**src/rtl/l2r_pkg.sv**
```systemverilog
package l2r_pkg;
  localparam int OP_W = 4;

  typedef enum logic [OP_W-1:0] {
    OP_STCX    = 4'd0,
    OP_FLUSH   = 4'd1,
    OP_STBLK   = 4'd2,
    OP_BINV    = 4'd3,
    OP_IINV    = 4'd4,
    OP_ZERO_G  = 4'd5,
    OP_ZERO_L  = 4'd6,
    OP_SYNC    = 4'd7,
    OP_EIEIO   = 4'd8,
    OP_L1PUSH  = 4'd9
  } op_e;

  typedef struct packed {
    logic wr_l2;
    logic inv_l2;
    logic push_l2;
    logic fwd_bus;
    logic bcast;
    logic clr_l1;
    logic done;
  } act_t;

  typedef struct packed {
    logic l1_hit;
    logic l2_hit;
    logic l2_dirty;
    logic l1_wt;
    logic l2_wt;
    logic resv;
    logic bcast_en;
  } cond_t;
endpackage

```
**src/rtl/l2r_rst_sync.sv**
```systemverilog
module l2r_rst_sync #(
  parameter int STAGES = 2
) (
  input  logic clk,
  input  logic rst_n,
  output logic rst_n_sync
);
  localparam int TOP = STAGES - 1;

  logic [TOP:0] sh_q;
  logic [TOP:0] sh_d;

  generate
    if (STAGES > 1) begin : g_multi
      always_comb sh_d = {sh_q[TOP-1:0], 1'b1};
    end else begin : g_single
      always_comb sh_d = 1'b1;
    end
  endgenerate

  always_ff @(posedge clk or negedge rst_n) begin
    if (!rst_n) sh_q <= '0;
    else        sh_q <= sh_d;
  end

  assign rst_n_sync = sh_q[TOP];
endmodule

```
**src/rtl/l2r_decide.sv**
```systemverilog
module l2r_decide
  import l2r_pkg::*;
(
  input  logic [OP_W-1:0] op,
  input  cond_t           c,
  output act_t            act,
  output logic            bad
);
  logic dirty_hit;
  logic copyback_both;

  assign dirty_hit     = c.l2_hit & c.l2_dirty;
  assign copyback_both = c.l1_hit & ~c.l1_wt & ~c.l2_wt;

  always_comb begin
    act = '0;
    bad = 1'b0;
    case (op)
      OP_STCX: begin
        if (!c.l2_hit || !c.resv) begin
          act.fwd_bus = 1'b1;
        end else if (c.l2_dirty || copyback_both) begin
          act.wr_l2 = 1'b1;
          act.done  = 1'b1;
        end else begin
          act.fwd_bus = 1'b1;
          act.inv_l2  = 1'b1;
        end
      end
      OP_FLUSH: begin
        act.inv_l2 = c.l2_hit;
        if (dirty_hit) act.push_l2 = 1'b1;
        else           act.bcast   = c.bcast_en;
      end
      OP_STBLK: begin
        if (dirty_hit) act.push_l2 = 1'b1;
        else           act.bcast   = c.bcast_en;
      end
      OP_BINV: begin
        act.inv_l2 = c.l2_hit;
        act.bcast  = c.bcast_en;
      end
      OP_IINV: begin
        act = '0;
      end
      OP_ZERO_G: begin
        if (!c.l2_hit) begin
          act.fwd_bus = 1'b1;
        end else if (c.l1_hit) begin
          act.clr_l1 = 1'b1;
          act.done   = 1'b1;
        end
      end
      OP_ZERO_L: begin
        act.clr_l1 = 1'b1;
        act.done   = 1'b1;
      end
      OP_SYNC, OP_EIEIO: begin
        act.fwd_bus = 1'b1;
      end
      OP_L1PUSH: begin
        act.fwd_bus = 1'b1;
        act.inv_l2  = c.l2_hit;
      end
      default: begin
        bad = 1'b1;
      end
    endcase
  end
endmodule

```
**src/rtl/l2r_stage.sv**
```systemverilog
module l2r_stage
  import l2r_pkg::*;
(
  input  logic clk,
  input  logic rst_n,
  input  logic take,
  input  act_t act_d,
  input  logic bad_d,
  input  logic bus_ack,
  output act_t act_q,
  output logic bad_q,
  output logic busy_q
);
  act_t act_n;
  logic bad_n;
  logic busy_n;
  logic busy_en;
  logic needs_bus;

  assign needs_bus = act_d.push_l2 | act_d.fwd_bus | act_d.bcast;

  always_comb begin
    act_n   = take ? act_d : '0;
    bad_n   = take & bad_d;
    busy_en = take | bus_ack;
    busy_n  = take ? needs_bus : 1'b0;
  end

  always_ff @(posedge clk or negedge rst_n) begin
    if (!rst_n) begin
      act_q  <= '0;
      bad_q  <= 1'b0;
      busy_q <= 1'b0;
    end else begin
      act_q <= act_n;
      bad_q <= bad_n;
      if (busy_en) busy_q <= busy_n;
    end
  end
endmodule

```
**src/rtl/l2_ctl_op_router.sv**
```systemverilog
module l2_ctl_op_router
  import l2r_pkg::*;
#(
  parameter int RST_STAGES = 2
) (
  input  logic            clk,
  input  logic            rst_n,
  input  logic            in_valid,
  output logic            in_ready,
  input  logic [OP_W-1:0] in_op,
  input  logic            l1_hit,
  input  logic            l2_hit,
  input  logic            l2_dirty,
  input  logic            l1_wthru,
  input  logic            l2_wthru,
  input  logic            resv_live,
  input  logic            bcast_en,
  input  logic            bus_ack,
  output logic            o_wr_l2,
  output logic            o_inv_l2,
  output logic            o_push_l2,
  output logic            o_fwd_bus,
  output logic            o_bcast,
  output logic            o_clr_l1,
  output logic            o_done,
  output logic            o_bad_op
);
  logic  srst_n;
  logic  take;
  logic  busy_q;
  logic  bad_d;
  logic  bad_q;
  cond_t cond;
  act_t  act_d;
  act_t  act_q;

  l2r_rst_sync #(.STAGES(RST_STAGES)) i_rst (
    .clk        (clk),
    .rst_n      (rst_n),
    .rst_n_sync (srst_n)
  );

  assign cond = '{l1_hit:   l1_hit,
                  l2_hit:   l2_hit,
                  l2_dirty: l2_dirty,
                  l1_wt:    l1_wthru,
                  l2_wt:    l2_wthru,
                  resv:     resv_live,
                  bcast_en: bcast_en};

  l2r_decide i_dec (
    .op  (in_op),
    .c   (cond),
    .act (act_d),
    .bad (bad_d)
  );

  assign in_ready = srst_n & ~busy_q;
  assign take     = in_valid & in_ready;

  l2r_stage i_stg (
    .clk     (clk),
    .rst_n   (srst_n),
    .take    (take),
    .act_d   (act_d),
    .bad_d   (bad_d),
    .bus_ack (bus_ack),
    .act_q   (act_q),
    .bad_q   (bad_q),
    .busy_q  (busy_q)
  );

  assign o_wr_l2   = act_q.wr_l2;
  assign o_inv_l2  = act_q.inv_l2;
  assign o_push_l2 = act_q.push_l2;
  assign o_fwd_bus = act_q.fwd_bus;
  assign o_bcast   = act_q.bcast;
  assign o_clr_l1  = act_q.clr_l1;
  assign o_done    = act_q.done;
  assign o_bad_op  = bad_q;
endmodule

```
**config.mk**
```make
export PLATFORM = sky130hd
export DESIGN_NAME = l2_ctl_op_router
export DESIGN_NICKNAME = d
export VERILOG_FILES = /design/src/rtl/l2r_pkg.sv /design/src/rtl/l2r_rst_sync.sv /design/src/rtl/l2r_decide.sv /design/src/rtl/l2r_stage.sv /design/src/rtl/l2_ctl_op_router.sv
export SDC_FILE = /design/constraint.sdc
export NUM_CORES = 1
export LEC_CHECK = 0
export ABC_AREA = 1
export ABC_CLOCK_PERIOD_IN_PS = 1300
export CELL_PAD_IN_SITES_DETAIL_PLACEMENT = 0
export CELL_PAD_IN_SITES_GLOBAL_PLACEMENT = 1
export CORE_AREA = 5 5 51 53
export DETAILED_ROUTE_END_ITERATION = 7
export DIE_AREA = 0 0 56 58
export HOLD_SLACK_MARGIN = 0.12
export PLACE_DENSITY = 0.86
export SYNTH_ARGS = -nofsm -noshare
export SYNTH_HDL_FRONTEND = slang
export SYNTH_SLANG_ARGS = --single-unit
```
**constraint.sdc**
```tcl
create_clock -name clk -period 1.3 [get_ports clk]
set_input_delay 0.26 -clock clk [delete_from_list [all_inputs] [get_ports clk]]
set_output_delay 0.26 -clock clk [all_outputs]
set_load 0.01 [all_outputs]
```
### Word-level counts from Yosys, hierarchy flattened

Cells that the tools add are included.

| word-level totals | value |
|---|---|
| input port bits | 15 |
| flip-flop bits (word level) | 11 |
| logic and storage cells | 60 |
| output and inout port bits | 9 |

| operators by class | value |
|---|---|
| muxes and demuxes | 20 |
| eq/ne operators | 9 |
| reduce and logical (&&, ||, !) cells | 9 |
| bitwise gates (word level) | 12 |

Operators by type and width:

| operator | count |
|---|---|
| $eq A4 B3 Y1 const B | 4 |
| $mux W1 | 11 |
| $reduce_or A10 Y1 | 1 |
| $eq A4 B2 Y1 const B | 2 |
| $eq A4 B4 Y1 const B | 2 |
| $mux W7 | 1 |
| $and A1 B1 Y1 | 6 |
| $mux W2 | 3 |
| $pmux W1 S2 | 3 |
| $pmux W1 S3 | 2 |
| $reduce_or A3 Y1 | 2 |
| $eq A4 B1 Y1 const B | 1 |
| $logic_not A4 Y1 | 1 |
| $not A1 Y1 | 3 |
| $or A1 B1 Y1 | 3 |
| $logic_not A1 Y1 | 2 |
| $logic_or A1 B1 Y1 | 2 |
| $reduce_or A2 Y1 | 1 |

### Depth between registers and ports, before layout

| logic depth | value |
|---|---|
| word-level depth | 10 |
| depth in mapped cells | 8 |
| gate-level depth less buffers | 8 |

### Modules after synthesis

From an unflattened synthesis, not the netlist that was laid out.

| second synthesis, totals | value |
|---|---|
| cells, all modules | 88 |
| area total of the unflattened synthesis | 611.8 sq um |

By module, submodules not included:

| module | instances | cells each | area each (sq um) | seq. area each (sq um) |
|---|---|---|---|---|
| l2r_stage | 1 | 33 | 325.3 | 225.2 |
| l2r_decide | 1 | 47 | 209.0 | 0.0 |
| l2r_rst_sync | 1 | 3 | 53.8 | 50.0 |
| l2_ctl_op_router | 1 | 5 | 23.8 | 0.0 |

### Worst setup path before layout

OpenSTA, ideal clock, no wires.

| timing | value |
|---|---|
| kind | register to register |
| start point | reg i_rst.sh_q[1] |
| end point | reg i_stg.busy_q |
| stages on the path, launching flop included | 7 |
| path buffers | 0 |
| library setup time | 0.121 ns |
| data required time | 1.179 ns |
| slack | 0.196 ns |
| period minus slack after synthesis | 1.104 ns |
| data arrival time | 0.983 ns |
| path through | dfrtp_1 -> nand3_2 -> nor2_1 -> nand2_1 -> nand2_1 -> a21oi_1 -> nand2_1 |

| between the ends | value |
|---|---|
| word-level cells in the longest chain between the ends | 3 |
| elaborated cells between the ends (all ways) | 4 |
| those cells by class | mux (1); bitwise (3) |

Ends and longest elaborated chain:

| element | line | source |
|---|---|---|
| start: declaration | l2r_rst_sync.sv:10 | `logic [TOP:0] sh_q;` |
| start signal: assignment | l2r_rst_sync.sv:22 | `if (!rst_n) sh_q <= '0;` |
| start signal: assignment | l2r_rst_sync.sv:23 | `else sh_q <= sh_d;` |
| $and A1 B1 Y1 (*) | l2_ctl_op_router.sv:58 | `assign in_ready = srst_n & ~busy_q;` |
| $and A1 B1 Y1 (*) | l2_ctl_op_router.sv:59 | `assign take = in_valid & in_ready;` |
| $mux W1 / $or A1 B1 Y1 (equally long branches) | l2r_stage.sv:26, l2r_stage.sv:25 |  |
| end signal: assignment | l2r_stage.sv:37 | `if (busy_en) busy_q <= busy_n;` |
| end: declaration | l2r_stage.sv:12 | `output logic busy_q` |

Every way passes the cells marked *; elsewhere a longest branch is shown, timed or not.
A chain may end at the register's enable or synchronous reset.

### Worst setup path after layout

| timing | value |
|---|---|
| start point | in in_op[3] |
| end point | reg i_stg.busy_q |

| between the ends | value |
|---|---|
| word-level cells in the longest chain between the ends | 6 |
| elaborated cells between the ends (all ways) | 16 |
| those cells by class | eq/ne (7); mux (4); bitwise (2); reduce/logical (3) |

Ends and longest elaborated chain:

| element | line | source |
|---|---|---|
| start: declaration | l2_ctl_op_router.sv:10 | `input logic [OP_W-1:0] in_op,` |
| $eq A4 B3 Y1, or another cell as far along | l2r_decide.sv:18 | `case (op)` |
| $reduce_or A3 Y1 (no line) / $reduce_or A2 Y1 (equally long branches) | n/a |  |
| $pmux W1 S3 / $mux W1 (equally long branches) | n/a |  |
| $or A1 B1 Y1 | l2r_stage.sv:20 | `assign needs_bus = act_d.push_l2 \| act_d.fwd_bus \| act_d.bcast;` |
| $or A1 B1 Y1 (*) | l2r_stage.sv:20 |  |
| $mux W1 (*) | l2r_stage.sv:26 | `busy_n = take ? needs_bus : 1'b0;` |

Marked as above.

==> summary.md <==
| Metric | Value |
|---|---|
| Via density | `4.05` |
| Final Max Slew Viols | `0` |
| Final TNS setup | `0 ns` |
| Drt first pass iters | `3` |
| Clock Path Buffers | `2` |
| R2r worst-path depth | `7` |
| Top FF cell, synth | `dfrtp_1` |
| Peak supply drop | `311 uV` |
| DRC errors left | `0` |
| R2R Setup Slk | `0.11 ns` |
| Endpoint type of the worst setup path | `flop` |
| Placer Congestion | `0.857` |
| Final number of setup-violating endpoints | `0` |
| Skew-Pair Late Insertion Delay | `0.26 ns` |
| Routed WL | `1.24 mm` |
| CTS Sinks | `11` |
| Starting DRT DRC Count | `3` |
| Total power draw | `0.000723 W` |
| Die Width | `56 um` |
| Fmax | `828 MHz` |
| Post CTS Setup Buffer Count | `0` |
| Crit path kind | `in2reg` |
| CTS Buf Count | `3` |
| Synthesis-to-layout area growth | `57.9%` |
| Initial Util | `0.278` |
| Unrepaired setup endpoints after global routing | `no` |
| Avg Inst Size Synth | `7.60 um^2` |
| Reg2reg start | `i_rst.sh_q[1]$_DFF_PN0_` |
| Largest net degree at the start of global routing | `11` |
| Nets@finish | `128` |
| Die area | `3250 um^2` |
| Area contributors post-synth | `dfrtp_1 47%, nand2_1 15%, inv_1 7.1%` |
| GRT Total Usage | `0.0873` |
| R2R Path End | `i_stg.busy_q$_DFFE_PN0P_` |
| Detailed Place HPWL | `1.11 mm` |
| Routed Antenna Nets | `0` |
| Io pins | `24` |
| Number of diodes | `0` |
| Most numerous cell in the Yosys netlist | `nand2_1` |
| Fin crit period | `1.21 ns` |
| Top cells by count, synth | `23 x nand2_1, 11 x dfrtp_1, 11 x inv_1` |
| Initial antenna violation count | `0` |
| Worst Path Required | `1.44 ns` |
| Yosys top cell by area | `dfrtp_1` |
| FFs w/ async S/R, synth | `1.00` |
| Layout cells sized above 1 | `0.205` |
| Layout Cells excl Fill | `140` |
| Register clock-pin slew on the reported worst setup and hold paths | `0.06 ns` |
| Synthesis-stage register bit count | `11` |
| Leak | `0.541 nW` |
| Yosys warnings | `0` |
| Pwr per Cell Area | `782 nW/um^2` |
| Wire length per cell | `8.88 um` |
| Hold crit path type | `in2async` |
| Yosys cell types | `18` |
| Port bufs | `23` |
| Final worst clock skew | `0.00107 ns` |
| Gate Count Post-Synth | `77` |
| H-tree depth | `1` |
| Register area share after synthesis | `0.470` |
| CTS root buf | `clkbuf_4` |
| Yosys top cell area share | `0.470` |
| Core area | `2110 um^2` |
| # rows | `17` |
| Max-cap viol count | `0` |
| Detailed-route via count | `567` |
| Final hold vios | `0` |
| Net Count, Synth | `92` |
| Post-synth EDFFs | `0` |
| Post-Place Cells | `136` |
| CTS tree | `done` |
| Vias in the first global route | `517` |
| Wire length of the first global-routing pass | `2.17 mm` |
| Mapped Area | `586 um^2` |
| Status | `completed` |
| Worst setup SP type | `primary input` |
| Min Hold Slack | `0.162 ns` |
| Arrival @ worst endpoint | `1.35 ns` |
| Height of the die | `58 um` |
| Max Fanout on Critical Path | `5` |
| Gr ovfl total | `0` |
| Final period util | `0.929` |
-- worst max-delay path, cell delays in order --
cell             delay (ns)
clkdlybuf4s50_1        0.57
nor2_2                 0.08
nand2_1                0.07
nand2_1                0.06
nand2_1                0.08
nand2_1                0.05
a21oi_1                0.12
nand2_1                0.06
-- registers in the layout, summed over array words and instances (netlist names) --
signal,count
i_stg.bad_q,1
i_stg.busy_q,1
i_stg.act_q,7
i_rst.sh_q,2
-- through the flow --
| step | utilization | setup WS [ns] | cell area [um^2] |
|---|---|---|---|
| 2_1_floorplan | - | 0.196 | 586 |
| 3_5_place_dp | 0.433 | -0.250 | 911 |
| 5_1_grt | 0.439 | 0.0000747 | 925 |
| 6_report | 0.439 | 0.0921 | 925 |
| 3_3_place_gp | 0.433 | -0.226 | 911 |
| 4_1_cts | 0.440 | 0.0177 | 926 |
-- layout make-up --
cell class | count | area (um^2)
fill | 230 | 1180
timing repair buffer | 31 | 278
sequential | 11 | 275
multi-input combinational | 50 | 245
inverter | 16 | 65.1
tap | 28 | 35.0
clock buffer | 4 | 26.3
-- cell usage in the layout, fill, tap and decap left out --
cell and instances:
clkbuf_4 3, nand3b_1 1, inv_2 4, nor3_1 2, nand2_1 23, nand4_1 2, clkbuf_2 1, nand3_1 2
inv_1 11, buf_4 8, nor2_1 6, nand3_2 2, dfrtp_1 11, clkdlybuf4s50_1 13, conb_1 1, o21ai_1 3
nor2_2 2, a211oi_1 1, a21oi_1 3, dlymetal6s2s_1 1, nor3_4 1, dlygate4sd2_1 8, or2_2 1, clkinv_4 1
clkbuf_1 1
-- logic make-up after synthesis --
logic type	synth area share
buffers and inverters	0.111
AO/OA/AOI/OAI	0.0641
other	0.00640
flip-flops	0.470
AND/OR/NAND/NOR	0.348
-- worst max-delay path by stage --
stage | startpoint | endpoint | slack (ns)
after detailed placement | in_op[1] | i_stg.busy_q$_DFFE_PN0P_ | -0.25
after floorplan | i_rst.sh_q[1]$_DFF_PN0_ | i_stg.busy_q$_DFFE_PN0P_ | 0.20
final | in_op[3] | i_stg.busy_q$_DFFE_PN0P_ | 0.09
after CTS | i_rst.sh_q[1]$_DFF_PN0_ | in_ready | 0.02
after global routing | in_op[3] | i_stg.busy_q$_DFFE_PN0P_ | 0.00007
after global placement | in_op[1] | i_stg.busy_q$_DFFE_PN0P_ | -0.23
-- routing by layer --
layer	share of wire	wire length, um	up-vias	global-route usage
met2	0.48	597	18	0.132
li1	-	-	304	-
met3	0.083	103	4	0.0312
met5	0	0	-	0
met4	0.032	40	0	0.0780
met1	0.40	502	241	0.0965
-- what timing repair did --
action                                  in CTS  in global routing
hold buffers                                 0                  0
resized for setup                            9                  3
endpoints found under the setup margin       9                  4
-- report_power, final --
group | internal [W] | switching, W
sequential | 0.000353 | 0.00000439
combinational | 0.0000804 | 0.0000746
clock | 0.000118 | 0.0000929
No activity file was read; power rests on OpenSTA's default activity.
